$ cat config.mk
export PLATFORM = sky130hd
export DESIGN_NAME = pgm_mem_ctrl
export DESIGN_NICKNAME = d
export VERILOG_FILES = /design/src/rtl/pgm_pkg.sv /design/src/rtl/pgm_addr_ctr.sv /design/src/rtl/pgm_read_mask.sv /design/src/rtl/pgm_seq.sv /design/src/rtl/pgm_mem_ctrl.sv
export SDC_FILE = /design/constraint.sdc
export NUM_CORES = 1
export LEC_CHECK = 0
export ABC_AREA = 0
export CORE_ASPECT_RATIO = 0.5
export CORE_UTILIZATION = 53
export CTS_CLUSTER_DIAMETER = 120
export CTS_CLUSTER_SIZE = 24
export DETAILED_ROUTE_END_ITERATION = 12
export PLACE_DENSITY = 0.86
export RECOVER_POWER = 100
export REMOVE_ABC_BUFFERS = 1
export SLEW_MARGIN = 20
export SYNTH_ARGS = -nofsm -noshare
export SYNTH_HDL_FRONTEND = slang
export SYNTH_SLANG_ARGS = --single-unit
export TNS_END_PERCENT = 10
$ cat constraint.sdc
create_clock -name clk -period 3 [get_ports clk]
set_clock_uncertainty 0.2 [all_clocks]
set_input_delay 0.3 -clock clk [delete_from_list [all_inputs] [get_ports clk]]
set_output_delay 0.3 -clock clk [all_outputs]
set_load 0.005 [all_outputs]
$ cat src/rtl/pgm_pkg.sv
package pgm_pkg;
   typedef enum logic [2:0] {
      CMD_NONE,
      CMD_LOAD,
      CMD_READ,
      CMD_INC,
      CMD_BEGIN,
      CMD_END,
      CMD_ERASE
   } cmd_e;

   typedef enum logic [1:0] {
      ST_IDLE,
      ST_PROG,
      ST_WAIT_END,
      ST_ERASE
   } seq_state_e;
endpackage

$ cat src/rtl/pgm_addr_ctr.sv
module pgm_addr_ctr #(
   parameter int ADDR_W = 11
) (
   input  logic              clk,
   input  logic              rst_n,
   input  logic              entry,
   input  logic              inc_ok,
   output logic [ADDR_W-1:0] addr,
   output logic              cfg_vis
);
   localparam logic [ADDR_W-1:0] TOP_ADDR = '1;

   always_ff @(posedge clk) begin
      if (!rst_n || entry) begin
         addr    <= TOP_ADDR;
         cfg_vis <= 1'b1;
      end else if (inc_ok) begin
         addr    <= addr + 1'b1;
         cfg_vis <= 1'b0;
      end
   end

   p_entry_r1: assert property (@(posedge clk) disable iff (!rst_n)
      entry |=> (addr == TOP_ADDR) && cfg_vis);
   p_step_r3: assert property (@(posedge clk) disable iff (!rst_n)
      (inc_ok && !entry) |=> addr == $past(addr) + 1'b1);
   p_vis_drop_r2: assert property (@(posedge clk) disable iff (!rst_n)
      (inc_ok && !entry) |=> !cfg_vis);
   p_hold_r11: assert property (@(posedge clk) disable iff (!rst_n)
      (!inc_ok && !entry) |=> $stable(addr));
endmodule

$ cat src/rtl/pgm_read_mask.sv
module pgm_read_mask #(
   parameter int ADDR_W     = 11,
   parameter int DATA_W     = 12,
   parameter int USER_DEPTH = 1024,
   parameter int CFG_DEPTH  = 64,
   parameter int OPEN_LOW   = 64,
   parameter int CP_BIT     = 4,
   parameter bit PROT_EN    = 1'b1
) (
   input  logic [ADDR_W-1:0] addr,
   input  logic              cfg_vis,
   input  logic [DATA_W-1:0] cfg_word,
   input  logic [DATA_W-1:0] mem_rdata,
   output logic [DATA_W-1:0] rd_val,
   output logic              prot_hit
);
   localparam logic [ADDR_W-1:0] IMPL_END = ADDR_W'(USER_DEPTH + CFG_DEPTH);
   localparam logic [ADDR_W-1:0] PROT_LO  = ADDR_W'(OPEN_LOW);
   localparam logic [ADDR_W-1:0] PROT_HI  = ADDR_W'(USER_DEPTH - 2);

   logic implemented;
   assign implemented = addr < IMPL_END;

   generate
      if (PROT_EN) begin : g_prot
         assign prot_hit = !cfg_vis && !cfg_word[CP_BIT] &&
                           (addr >= PROT_LO) && (addr <= PROT_HI);
      end else begin : g_open
         assign prot_hit = 1'b0;
      end
   endgenerate

   always_comb begin
      if (cfg_vis)           rd_val = cfg_word;
      else if (!implemented) rd_val = '0;
      else if (prot_hit)     rd_val = '0;
      else                   rd_val = mem_rdata;
   end
endmodule

$ cat src/rtl/pgm_seq.sv
module pgm_seq
   import pgm_pkg::*;
#(
   parameter int ADDR_W      = 11,
   parameter int DATA_W      = 12,
   parameter int USER_DEPTH  = 1024,
   parameter int CFG_DEPTH   = 64,
   parameter int PROG_CYCLES = 8
) (
   input  logic              clk,
   input  logic              rst_n,
   input  logic              entry,
   input  cmd_e              cmd,
   input  logic [DATA_W-1:0] load_data,
   input  logic [ADDR_W-1:0] addr,
   input  logic              cfg_vis,
   input  logic [DATA_W-1:0] mem_rdata,
   output logic              inc_ok,
   output logic              rd_ok,
   output logic              busy,
   output logic [DATA_W-1:0] cfg_word,
   output logic [ADDR_W-1:0] mem_addr,
   output logic              mem_we,
   output logic [DATA_W-1:0] mem_wdata
);
   localparam int PC_W = $clog2(PROG_CYCLES + 1);
   localparam logic [ADDR_W-1:0] USER_END = ADDR_W'(USER_DEPTH);
   localparam logic [ADDR_W-1:0] IMPL_END = ADDR_W'(USER_DEPTH + CFG_DEPTH);
   localparam logic [PC_W-1:0]   PC_LOAD  = PC_W'(PROG_CYCLES - 1);

   seq_state_e        state;
   logic [PC_W-1:0]   pcnt;
   logic [ADDR_W-1:0] walk, walk_last;
   logic              ld_valid;
   logic [DATA_W-1:0] ld_data;
   logic              idle, full_erase, implemented, prog_fire;

   assign idle        = (state == ST_IDLE) && !entry;
   assign inc_ok      = idle && (cmd == CMD_INC);
   assign rd_ok       = idle && (cmd == CMD_READ);
   assign busy        = (state == ST_PROG) || (state == ST_ERASE);
   assign implemented = addr < IMPL_END;
   assign full_erase  = !cfg_vis && (addr >= USER_END) && (addr < IMPL_END);
   assign prog_fire   = (state == ST_PROG) && (pcnt == '0);

   assign mem_addr  = (state == ST_ERASE) ? walk : addr;
   assign mem_we    = (state == ST_ERASE) ||
                      (prog_fire && !cfg_vis && implemented);
   assign mem_wdata = (state == ST_ERASE) ? '1 : (mem_rdata & ld_data);

   always_ff @(posedge clk) begin
      if (!rst_n) begin
         state     <= ST_IDLE;
         pcnt      <= '0;
         walk      <= '0;
         walk_last <= '0;
         ld_valid  <= 1'b0;
         ld_data   <= '0;
         cfg_word  <= '1;
      end else if (entry) begin
         state    <= ST_IDLE;
         pcnt     <= '0;
         walk     <= '0;
         ld_valid <= 1'b0;
      end else begin
         unique case (state)
            ST_IDLE: begin
               if (cmd == CMD_LOAD) begin
                  ld_valid <= 1'b1;
                  ld_data  <= load_data;
               end else if (cmd == CMD_BEGIN && ld_valid) begin
                  ld_valid <= 1'b0;
                  pcnt     <= PC_LOAD;
                  state    <= ST_PROG;
               end else if (cmd == CMD_ERASE) begin
                  cfg_word  <= '1;
                  walk      <= '0;
                  walk_last <= full_erase ? IMPL_END - 1'b1 : USER_END - 1'b1;
                  state     <= ST_ERASE;
               end
            end
            ST_PROG: begin
               if (pcnt == '0) begin
                  if (cfg_vis) cfg_word <= cfg_word & ld_data;
                  state <= ST_WAIT_END;
               end else begin
                  pcnt <= pcnt - 1'b1;
               end
            end
            ST_WAIT_END: begin
               if (cmd == CMD_END) state <= ST_IDLE;
            end
            ST_ERASE: begin
               if (walk == walk_last) state <= ST_IDLE;
               else                   walk  <= walk + 1'b1;
            end
            default: state <= ST_IDLE;
         endcase
      end
   end

   p_we_busy_r11: assert property (@(posedge clk) disable iff (!rst_n)
      mem_we |-> busy);
   p_begin_load_r6: assert property (@(posedge clk) disable iff (!rst_n)
      ((state == ST_PROG) && ($past(state) == ST_IDLE)) |-> $past(ld_valid));
   p_prog_exit_r8: assert property (@(posedge clk) disable iff (!rst_n)
      (prog_fire && !entry) |=> (state == ST_WAIT_END) && !busy);
   p_erase_write_r9: assert property (@(posedge clk) disable iff (!rst_n)
      (state == ST_ERASE) |-> (mem_we && (mem_addr < IMPL_END)));
   p_entry_abort_r12: assert property (@(posedge clk) disable iff (!rst_n)
      entry |=> !busy && !ld_valid);
endmodule

$ cat src/rtl/pgm_mem_ctrl.sv
module pgm_mem_ctrl
   import pgm_pkg::*;
#(
   parameter int ADDR_W      = 11,
   parameter int DATA_W      = 12,
   parameter int LOAD_W      = 14,
   parameter int USER_DEPTH  = 1024,
   parameter int CFG_DEPTH   = 64,
   parameter int OPEN_LOW    = 64,
   parameter int CP_BIT      = 4,
   parameter int PROG_CYCLES = 8,
   parameter bit PROT_EN     = 1'b1
) (
   input  logic              clk,
   input  logic              rst_n,
   input  logic              cmd_entry,
   input  logic              cmd_load,
   input  logic              cmd_read,
   input  logic              cmd_inc,
   input  logic              cmd_begin,
   input  logic              cmd_end,
   input  logic              cmd_erase,
   input  logic [LOAD_W-1:0] load_word,
   output logic [LOAD_W-1:0] read_word,
   output logic              read_valid,
   output logic              busy,
   output logic [ADDR_W-1:0] cur_addr,
   output logic [ADDR_W-1:0] mem_addr,
   output logic              mem_we,
   output logic [DATA_W-1:0] mem_wdata,
   input  logic [DATA_W-1:0] mem_rdata
);
   generate
      if (USER_DEPTH + CFG_DEPTH >= (1 << ADDR_W))
         $error("user and configuration regions exceed the address space");
      if (LOAD_W <= DATA_W)
         $error("load width must exceed the stored word width");
      if (CP_BIT >= DATA_W || OPEN_LOW >= USER_DEPTH - 1)
         $error("protection parameters out of range");
      if (PROG_CYCLES < 1)
         $error("programming time must be at least one cycle");
   endgenerate

   cmd_e              cmd;
   logic              inc_ok, rd_ok, cfg_vis, prot_hit;
   logic [DATA_W-1:0] cfg_word, rd_val;
   logic [LOAD_W-DATA_W-1:0] unused_load_hi;

   assign unused_load_hi = load_word[LOAD_W-1:DATA_W];

   always_comb begin
      if      (cmd_erase) cmd = CMD_ERASE;
      else if (cmd_begin) cmd = CMD_BEGIN;
      else if (cmd_end)   cmd = CMD_END;
      else if (cmd_inc)   cmd = CMD_INC;
      else if (cmd_load)  cmd = CMD_LOAD;
      else if (cmd_read)  cmd = CMD_READ;
      else                cmd = CMD_NONE;
   end

   pgm_addr_ctr #(.ADDR_W(ADDR_W)) u_ctr (
      .clk(clk), .rst_n(rst_n), .entry(cmd_entry), .inc_ok(inc_ok),
      .addr(cur_addr), .cfg_vis(cfg_vis)
   );

   pgm_seq #(
      .ADDR_W(ADDR_W), .DATA_W(DATA_W), .USER_DEPTH(USER_DEPTH),
      .CFG_DEPTH(CFG_DEPTH), .PROG_CYCLES(PROG_CYCLES)
   ) u_seq (
      .clk(clk), .rst_n(rst_n), .entry(cmd_entry), .cmd(cmd),
      .load_data(load_word[DATA_W-1:0]), .addr(cur_addr), .cfg_vis(cfg_vis),
      .mem_rdata(mem_rdata), .inc_ok(inc_ok), .rd_ok(rd_ok), .busy(busy),
      .cfg_word(cfg_word), .mem_addr(mem_addr), .mem_we(mem_we),
      .mem_wdata(mem_wdata)
   );

   pgm_read_mask #(
      .ADDR_W(ADDR_W), .DATA_W(DATA_W), .USER_DEPTH(USER_DEPTH),
      .CFG_DEPTH(CFG_DEPTH), .OPEN_LOW(OPEN_LOW), .CP_BIT(CP_BIT),
      .PROT_EN(PROT_EN)
   ) u_mask (
      .addr(cur_addr), .cfg_vis(cfg_vis), .cfg_word(cfg_word),
      .mem_rdata(mem_rdata), .rd_val(rd_val), .prot_hit(prot_hit)
   );

   always_ff @(posedge clk) begin
      if (!rst_n) begin
         read_word  <= '0;
         read_valid <= 1'b0;
      end else begin
         read_valid <= rd_ok;
         if (rd_ok) read_word <= {{(LOAD_W-DATA_W){1'b0}}, rd_val};
      end
   end

   p_rd_latency_r4: assert property (@(posedge clk) disable iff (!rst_n)
      read_valid |-> $past(cmd_read) && !$past(busy));
   p_rd_upper_r4: assert property (@(posedge clk) disable iff (!rst_n)
      read_valid |-> (read_word[LOAD_W-1:DATA_W] == '0));
   p_prot_zero_r5: assert property (@(posedge clk) disable iff (!rst_n)
      (read_valid && $past(prot_hit)) |-> (read_word == '0));
endmodule

Word-level counts from Yosys, hierarchy flattened. Cells that the tools add are included.

Add/sub/neg operators: 3. Magnitude comparators: 4. Eq/ne operators: 21. Multiplexer cells: 36. Bitwise gates (word level): 6. Reductions and logical operators: 32.

Operator list (count): $mux W12 (9); $mux W11 (6); $and A12 B12 Y12 (2); $pmux W12 S2 (1); $add A11 B1 Y11 const B (2); $pmux W11 S2 (1); $mux W2 (9); $ne A2 B2 Y1 const B (9); $reduce_and A5 Y1 (3); $logic_and A1 B1 Y1 (12); $mux W4 (3); $eq A11 B11 Y1 (1); $ge A11 B11 Y1 const B (1); $ge A11 B7 Y1 const B (1); $le A11 B10 Y1 const B (1); $lt A11 B11 Y1 const B (1); $eq A3 B3 Y1 const B (3); $mux W3 (3); $pmux W2 S4 (1); $pmux W4 S2 (1); $reduce_and A7 Y1 (1); $eq A3 B2 Y1 const B (2); $reduce_bool A2 Y1 (3); $eq A2 B2 Y1 const B (2); 15 further kinds (24).

Bits in registers: 78. Bits of input ports: 35. Output and inout port bits: 51. Logic and storage cells: 113.

Depth between registers and ports, before layout. Gate-level depths: netlist of the first run.

Depth after elaboration: 11. Mapped depth: 8. Gate-level depth less buffers: 7.

By module. A second synthesis of the first run with hierarchy kept.

Cell total of the unflattened synthesis: 436. Area, all modules: 3676.0 um2.

Modules (own cells, without submodules): pgm_seq (instances 1, cells each 300, area an instance 2359.8 um2, sequential area each 900.9 um2); pgm_mem_ctrl (instances 1, cells each 51, area an instance 555.5 um2, sequential area each 260.2 um2); pgm_addr_ctr (instances 1, cells each 59, area an instance 540.5 um2, sequential area each 240.2 um2); pgm_read_mask (instances 1, cells each 26, area an instance 220.2 um2, sequential area each 0.0 um2).

Least setup slack after synthesis of the first run. OpenSTA, ideal clock, no wires.

Path kind: register -> register. From: register u_seq.state[0]. To: register u_seq.ld_data[10]. Setup time: 116 ps. Arrival: 1627 ps. Data required time: 2684 ps. Slack: 1057 ps. Stages on the path, launching flop included: 6. Path buffers: 1. Period minus slack after synthesis: 1943 ps. Cell sequence: dfxtp_1 > or4_4 > nor4_4 > buf_6 > mux2i_1 > nor2b_1.

Longest elaborated chain between the ends: 2.

Ends and longest elaborated chain: start, declared (RTL line pgm_seq.sv:31) `seq_state_e state;`; start signal, assigned (RTL line pgm_seq.sv:53) `state <= ST_IDLE;`; start signal, assigned (RTL line pgm_seq.sv:61) `state <= ST_IDLE;`; start signal, assigned (RTL line pgm_seq.sv:74) `state <= ST_PROG;`; $logic_not A2 Y1 (RTL line pgm_seq.sv:66) `unique case (state)`; $reduce_and A3 Y1 (no line); end signal, assigned (RTL line pgm_seq.sv:70) `ld_data <= load_data;`; end, declared (RTL line pgm_seq.sv:35) `logic [DATA_W-1:0] ld_data;`.

No other way between the ends. A chain may end at the register's enable or synchronous reset.

Worst setup path in the final report of the first run.
From: register u_seq.state[1]. To: output mem_addr[7].

Longest elaborated chain between the ends: 2.

Ends and longest elaborated chain: $eq A2 B2 Y1 (RTL line pgm_seq.sv:46) `assign mem_addr = (state == ST_ERASE) ? walk : addr;`; $mux W11 (RTL line pgm_seq.sv:46); end, declared (RTL line pgm_mem_ctrl.sv:28) `output logic [ADDR_W-1:0] mem_addr,`.

No other way between the ends.

==> impl_results.md, run 1 <==
* TritonCTS clock tree: yes
* Period Utilization, post-route at between 90% and 100%
* Site Rows at 20
* Die Span Y at around 58 um
* Postcts setup bufs at 0
* EDFF count, synth at 0
* Routed wire per std cell at 15.38 um
* Crit path launch type: flip-flop
* Clock sinks at 70
* Core area at roughly 0.0061 mm2
* Post-layout util at ~75%
* Final ANT Viol Nets at 0
* Via density at ~5.6
* Reg clk slew, reported paths at 0.05 ns
* CP arrival at approximately 2.2 ns
* Area fraction of the dominant cell type after synthesis at between 40% and 50%
* Worst Path Required at 2.50 ns
* Count leader, synth: nand2_1
* Synth Instances at between 300 and 400
* Layout cells sized above 1 at around 8.1%
* Mapped Area at roughly 0.0033 mm2
* Die width at ~110 um
* Number of nets in the layout at 504
* CP Capture Type: output pin
* RSZ-0062 raised after global routing: no
* Sequential element share of the synthesized area at between 40% and 50%
* # diodes at 0
* Clk buf depth at 2
* Mapped Avg Cell Area at between 8 and 9 um2
* Number of port buffers at 81
* Yosys warnings at 0
* CP max stage cell: dlygate4sd3_1
* Final RePlAce weighted congestion at 0.8547
* Max Cap Viol at 0
* Largest net degree at the start of global routing at 26
* First-pass GRT wire length at 13,730 um
* Worst Tran Pin Value at 0.8798 ns
* Run status: finished, violations left
* Hold Path Stages at 2
* WL final at ~8600 um
* Final Hold Vio Count at 0
* CTS H-tree lvls at 3
* Vias in the first global route at roughly 2,800
* Post-synth top flop: dfxtp_1
* Slew Limit Fails at 0
* Grt total ovfl at 0
* Root buf cell: clkbuf_16
* Worst-case vdd ir drop at 278.8 uV
* CP max stage delay at slightly below 0.6 ns
* Final setup violation count at 0
* Clk_lat worst skew at approximately 0.33 ns
* Failing checks: design-rule violations
* Starting DRT DRC Count at 172
* Synthesis-to-finish area growth at 36.25%
* Vias after detailed routing at approximately 3,100
* Leading area contributor after synthesis: dfxtp_1
* Fmax at ~370 MHz
* Cts-stage hold buffer count at 0
* Cts bufs inserted at 9
* Ports at 86
* Leakage power at approximately 1.8 nW
* DRC violations left at 2
* Final-layout fill cell count at 464
* Worst slew margin at 41.23%
* Initial antenna violation count at 0
* Die area at roughly 0.0066 mm2
* All-Layer GR Usage at 27.30%
* Synth area leaders: dfxtp_1, nand2_1, mux2i_1, mux2_2, nand3_1
* Post-cts resize count at 0
* CP Class: flip-flop to output pin
* FFs w/ async S/R, synth at 0%
* Synth top cells by count: nand2_1, dfxtp_1, nand3_1
* Power per cell area at approximately 530 mW/mm2
* Hold Crit Class: flip-flop to flip-flop
* Flop and latch count out of synthesis at 70
* Initial core utilization at a little over half
* Final HPWL DP at roughly 5700 um
* Worst-path cell chain: nand2_1 > clkbuf_2 > mux2_2 > dlygate4sd3_1
* R2R cell count at 5
* 1st-pass router iterations at 8
* Distinct cells, synth at 55
* Crit Path Max Fanout at 12
* Total negative slack at 0 ns
* Final Critical Period at roughly 2.7 ns
==> power breakdown <==
| group | internal (mW) | switching, mW | total [mW] |
|---|---|---|---|
| Combinational | 0.0842 | 0.0763 | 0.160 |
| Sequential | 0.951 | 0.0175 | 0.968 |
| Clock | 0.900 | 0.404 | 1.30 |
| Total | 1.93 | 0.498 | 2.43 |
==> logic make-up after synthesis <==
group	Yosys count	share of synthesized area [%]
AOI/OAI and AO/OA	64	13.07
xor gates and xnor gates	17	4.457
adders and majority gates	4	1.498
buffers and inverters	25	3.708
DFF	70	41.95
muxes	26	8.577
other	1	0.1123
and+or+nand+nor	176	26.63
==> stage by stage <==
| step | power [mW] | hold WS (ns) | cell area (um2) | setup WS, ns | cells |
|---|---|---|---|---|---|
| 2_1_floorplan | 1.058 | 0.2178 | 3236 | 0.7122 | 363 |
| 3_3_place_gp | 1.154 | 0.2436 | 4232 | 0.4075 | 542 |
| 3_5_place_dp | 1.157 | 0.2486 | 4232 | 0.3670 | 542 |
| 4_1_cts | 2.451 | 0.2635 | 4603 | 0.3546 | 558 |
| 5_1_grt | 2.505 | 0.2819 | 4552 | 0.1503 | 558 |
| 6_report | 2.432 | 0.2612 | 4552 | 0.2622 | 558 |
==> layout by cell type, fill, tap and decap left out, drive strengths merged, types with 6 or more instances in the layout <==
| cell type | netlist | routed |
|---|---|---|
| nand3 | 21 | 21 |
| nor2 | 10 | 10 |
| a21oi | 9 | 9 |
| nor2b | 15 | 15 |
| dfxtp | 70 | 70 |
| o21ai | 18 | 18 |
| buf | 9 | 6 |
| nand4 | 9 | 9 |
| mux2 | 11 | 11 |
| xnor2 | 8 | 8 |
| clkdlybuf4s50 | 0 | 33 |
| mux2i | 15 | 15 |
| a22o | 12 | 12 |
| dlygate4sd3 | 0 | 48 |
| xor2 | 9 | 9 |
| or4 | 7 | 7 |
| clkbuf | 12 | 13 |
| nand2 | 86 | 86 |
==> area by class of cell <==
cell class                 count  area (um2)  share of cell area [%]
multi-input combinational    289        1780                   39.11
sequential                    70        1401                   30.79
timing repair buffer          91       873.3                   19.19
clock buffer                   9       225.2                   4.948
clock inverter                 7       146.4                   3.216
tap                           88       110.1                   2.419
inverter                       4       15.01                  0.3299
==> path summary, 6_finish.rpt <==
kind	startpoint	end	slack (ns)
min	u_seq.cfg_word[7]	u_seq.cfg_word[7]	0.26
max	u_seq.state[1]	mem_addr[7]	0.26
min reg2reg	u_seq.cfg_word[7]	u_seq.cfg_word[7]	0.26
max reg2reg	u_seq.state[0]	u_seq.ld_data[7]	0.48
==> worst max-delay path: cells and delay by family (launching register included) <==
kind                   cells  cell delay, ns
AND/OR/NAND/NOR            1            0.14
flip-flops                 1            0.57
buffers and inverters      2            0.85
multiplexers               1            0.34
==> routing by layer <==
metal | track usage, % | vias to the layer above | wire length, um
li1 | - | 1514 | -
met4 | 11.13 | 0 | 113
met1 | 33.03 | 1473 | 3845
met2 | 46.32 | 102 | 4109
met5 | 0 | - | 0
met3 | 8.054 | 11 | 515
==> flip-flops by register name, indices dropped and copies added, names as in the netlist <==
name,cells
read_valid,1
read_word,12
u_ctr.addr,11
u_ctr.cfg_vis,1
u_seq.cfg_word,12
u_seq.ld_data,12
u_seq.ld_valid,1
u_seq.pcnt,4
u_seq.state,2
u_seq.walk,11
u_seq.walk_last,3
Power figures use the tool's default switching activity.
==> run 2, diff against run 1 <==
Settings changed: PLACE_DENSITY 0.86 to not set, PLACE_DENSITY_LB_ADDON set to 0.2.
==> impl_results.md, run 2 (synthesis results as in run 1) <==
* CP max stage delay at slightly below 0.6 ns
* Worst R2R Start: u_seq.state[0]
* Core area at 0.006081 mm2
* Vias in the first global route at about 2,900
* Reg clk slew, reported paths at ~0.060 ns
* Die width at roughly 110 um
* Worst Setup SP: u_seq.state[1]
* RSZ-0062 raised after global routing: no
* Delay-heaviest family, CP: flip-flops
* TritonCTS clock tree: yes
* First-pass GRT wire length at between 10,000 and 15,000 um
* Clk buf depth at 2
* Worst Path Required at between 2 and 3 ns
* Vias after detailed routing at approximately 3,100
* Routed wire per std cell at between 15 and 20 um
* Number of nets in the layout at approximately 500
* # diodes at 0
* CP Capture Type: output pin
* Bufs and invs on worst path at 1
* Final HPWL DP at ~6100 um
* Crit Path Max Fanout at 13
* CP arrival at approximately 2.4 ns
* Period Utilization, post-route at between 90% and 100%
* Clock sinks at 70
* CP Class: flip-flop to output pin
* Initial core utilization at 54.94%
* Root buf cell: clkbuf_16
* Slew Limit Fails at 0
* CP max stage cell: dfxtp_1
* Die area at around 0.0066 mm2
* Grt total ovfl at 0
* Worst slew margin at ~47%
* Worst Tran Pin Value at 0.7867 ns
* WL final at about 8700 um
* Final setup violation count at 0
* Via density at between 5 and 6
* Overall power at ~2.2 mW
* Ports at 86
* Worst-case vdd ir drop at about 370 uV
* Worst Hold Slack at 0.2657 ns
* Clk_lat worst skew at between 0.3 and 0.4 ns
* Cts bufs inserted at 9
* Total negative slack at 0 ns
* Final Critical Period at 2.846 ns
* Run status: completed
* Postcts setup bufs at 0
* 1st-pass router iterations at 5
* Layout cells sized above 1 at between 6 and 7%
* Synthesis-to-finish area growth at 33.52%
* Most common cell after layout, fill and taps aside: nand2_1
* Crit path launch type: flip-flop
* Post-cts resize count at 0
* Worst-path cell chain: nand2_1 > mux2_2 > dlygate4sd3_1
* HP Start: u_seq.cfg_word[7]
* Starting DRT DRC Count at approximately 210
* Site Rows at 20
* All-Layer GR Usage at 27.33%
* Number of port buffers at 81
* Max Cap Viol at 0
* Power per cell area at 485.1 mW/mm2
* Largest net degree at the start of global routing at 20
* Hold Crit Class: flip-flop to flip-flop
* Initial antenna violation count at 0
* Cts-stage hold buffer count at 0
* Final Hold Vio Count at 0
* Leakage power at ~1.7 nW
* Final ANT Viol Nets at 0
* Final-layout fill cell count at between 400 and 500
* Final RePlAce weighted congestion at 0.8572
* Die Span Y at just under 60 um
* DRC violations left at 0
* Most frequent cells in the layout: nand2_1, dfxtp_1, dlygate4sd3_1, clkdlybuf4s50_1, nand3_1
* Biggest regs: read_word x12, u_seq.cfg_word x12, u_seq.ld_data x12
* Fmax at 351.4 MHz
* CTS H-tree lvls at 3
## run 2: changes by cell type in the layout (fill, tap and decap cells not counted), moves of 3 or more
cell | before | now
clkdlybuf4s50_1 | 33 | 37
bufinv_16 | 4 | 1
dlygate4sd3_1 | 48 | 44
clkinv_4 | 3 | 0
## run 2: layout make-up
type                       instances  area [um2]  area share, %
tap                               88       110.1          2.468
inverter                           4       15.01         0.3366
multi-input combinational        289        1780          39.92
clock buffer                      11       242.7          5.442
timing repair buffer              89       863.3          19.35
clock inverter                     4       47.55          1.066
sequential                        70        1401          31.42
## run 2: layer usage
metal  global-route usage, %  wire [um]  up-vias
met4                   5.380         46        0
met1                   33.96       3808     1507
met2                   46.93       4147      120
li1                        -          -     1506
met5                       0          0        -
met3                   9.205        651        7
## run 2: worst min-delay path, stage by stage, from the launching register on
cell,delay [ns]
dfxtp_1,0.30
o21ai_0,0.07
nand2_1,0.05
## run 2: metrics by stage
stage,utilization (%),setup slack [ns],std cells,instance area (um2)
after floorplan,-,0.7122,363,3236
after global placement,69.34,0.3473,540,4217
after detailed placement,69.34,0.3086,540,4217
after CTS,74.12,0.2146,555,4507
after global routing,73.35,0.03893,555,4461
final,73.35,0.1542,555,4461
## run 2: report_power, final
| group | leakage, nW | internal [mW] | total (mW) | switching [mW] |
|---|---|---|---|---|
| Clock | 0.141 | 0.658 | 1.04 | 0.377 |
| Sequential | 0.568 | 0.951 | 0.970 | 0.0186 |
| Combinational | 1.03 | 0.0842 | 0.159 | 0.0746 |
## run 2: final timing paths
path	endpoint	slack, ns	cells after the start
setup / recovery	mem_addr[9]	0.15	3
hold / removal	u_seq.cfg_word[7]	0.27	2
setup reg to reg	u_seq.ld_data[9]	0.52	5
hold reg to reg	u_seq.cfg_word[7]	0.27	2
==> run 3, diff against run 2 <==
Settings changed: PLACE_DENSITY set to 0.88, PLACE_DENSITY_LB_ADDON 0.2 to not set.
==> impl_results.md, run 3 (synthesis results as in run 1) <==
* Run status: finished, violations left
* Failing checks: design-rule violations
* Die area at 0.006644 mm2
* Leakage power at about 1.8 nW
* Core area at roughly 0.006 mm2
* # diodes at 0
* WL final at 8435 um
* Pre-CTS setup slack at about 0.28 ns
* Crit path launch type: flip-flop
* Vias after detailed routing at approximately 3,100
* CP Class: flip-flop to output pin
* Fmax at between 300 and 400 MHz
* Fin area at ~0.0045 mm2
* Final worst slack at between 0.3 and 0.4 ns
* Worst-case vdd ir drop at about 330 uV
* Synthesis-to-finish area growth at 35.24%
* Site Rows at 20
* Final Critical Period at around 2.7 ns
* Ports at 86
* Final setup violation count at 0
* Crit Path Max Fanout at 12
* CP Capture Type: output pin
* Hold Crit Class: flip-flop to flip-flop
* Die Span Y at 58.14 um
* TritonCTS clock tree: yes
* Final Hold Vio Count at 0
* Postcts setup bufs at 0
* Max Cap Viol at 0
* Initial core utilization at between 50% and 60%
* Post-cts resize count at 0
* Biggest regs: read_word x12, u_seq.cfg_word x12, u_seq.ld_data x12
* Cell Area, Placed at 0.004217 mm2
* 1st-pass router iterations at 9
* Die width at approximately 110 um
* Layout cells sized above 1 at 7.906%
* Most common cell after layout, fill and taps aside: nand2_1
* Worst slew margin at between 30% and 40%
* Cts bufs inserted at 9
* Clock sinks at 70
* Vias in the first global route at around 2,900
* All-Layer GR Usage at between 20% and 30%
* Number of port buffers at about 80
* DRC violations left at 1
* Clk buf depth at 2
* Starting DRT DRC Count at 180
* Largest net degree at the start of global routing at 22
* Post-layout util at about three quarters
* First-pass GRT wire length at roughly 14,000 um
* CP arrival at 2.20 ns
* Total negative slack at 0 ns
* Number of nets in the layout at about 500
* Power per cell area at 519.9 mW/mm2
* Root buf cell: clkbuf_16
* Worst Tran Pin Value at 0.9489 ns
* Cts-stage hold buffer count at 0
* Final RePlAce weighted congestion at ~0.86
* Most frequent cells in the layout: nand2_1, dfxtp_1, dlygate4sd3_1, clkdlybuf4s50_1, nand3_1
* Clk_lat worst skew at 0.33 ns
* Grt total ovfl at 0
* Worst Path Required at roughly 2.5 ns
* Slew Limit Fails at 0
* RSZ-0062 raised after global routing: no
* Final HPWL DP at ~5600 um
* Period Utilization, post-route at 89.84%
* CTS H-tree lvls at 3
* Final ANT Viol Nets at 0
* Initial antenna violation count at 0
* Via density at 5.532
* Reg clk slew, reported paths at roughly 0.05 ns
* Routed wire per std cell at 15.17 um
[run 3: changes by cell type in the layout (fill, tap and decap cells not counted), sizes merged]
cell           change
clkdlybuf4s50      -3
dlygate4sd3        +3
bufinv             +2
buf                -1
clkbuf             +1
clkinv             -1
[run 3: area by class of cell]
cell class                 count  area, um2
multi-input combinational    289       1780
fill                         462       1563
sequential                    70       1401
timing repair buffer          89      862.1
clock buffer                  11      242.7
tap                           88      110.1
clock inverter                 5      106.4
inverter                       4      15.01
[run 3: worst max-delay path, stage by stage (launching register included)]
cell and delay [ns]:
dfxtp_1 0.56, nand2_1 0.12, clkbuf_2 0.26, mux2_2 0.33
dlygate4sd3_1 0.58
[run 3: where the power goes]
group / switching, mW / internal, mW / total (mW)
clock: 0.385 / 0.835 / 1.22
sequential: 0.0176 / 0.951 / 0.968
combinational: 0.0762 / 0.0835 / 0.160
total: 0.479 / 1.87 / 2.35
[run 3: final timing paths]
check | startpoint | endpoint | depth (start not counted) | slack, ns
hold / removal | u_seq.cfg_word[5] | u_seq.cfg_word[5] | 2 | 0.26
hold reg to reg | u_seq.cfg_word[5] | u_seq.cfg_word[5] | 2 | 0.26
setup / recovery | u_seq.state[1] | mem_addr[7] | 4 | 0.30
setup reg to reg | u_seq.state[0] | u_seq.ld_data[2] | 5 | 0.53
[run 3: metal layers]
metal / global-route usage, % / part of all wire, % / vias to the layer above / routed length, um
met5: 0 / 0 / - / 0
met3: 7.531 / 7.5 / 8 / 635
met4: 8.163 / 0.96 / 0 / 81
li1: - / - / 1510 / -
met1: 33.36 / 44 / 1439 / 3709
met2: 45.63 / 48 / 119 / 4009
[run 3: stage by stage]
stage / power (mW) / cells / hold slack [ns]
global placement: 1.152 / 540 / 0.2453
global route: 2.421 / 556 / 0.2795
finish: 2.349 / 556 / 0.2625
floorplan: 1.058 / 363 / 0.2178
CTS: 2.373 / 556 / 0.2674
detailed placement: 1.155 / 540 / 0.2514
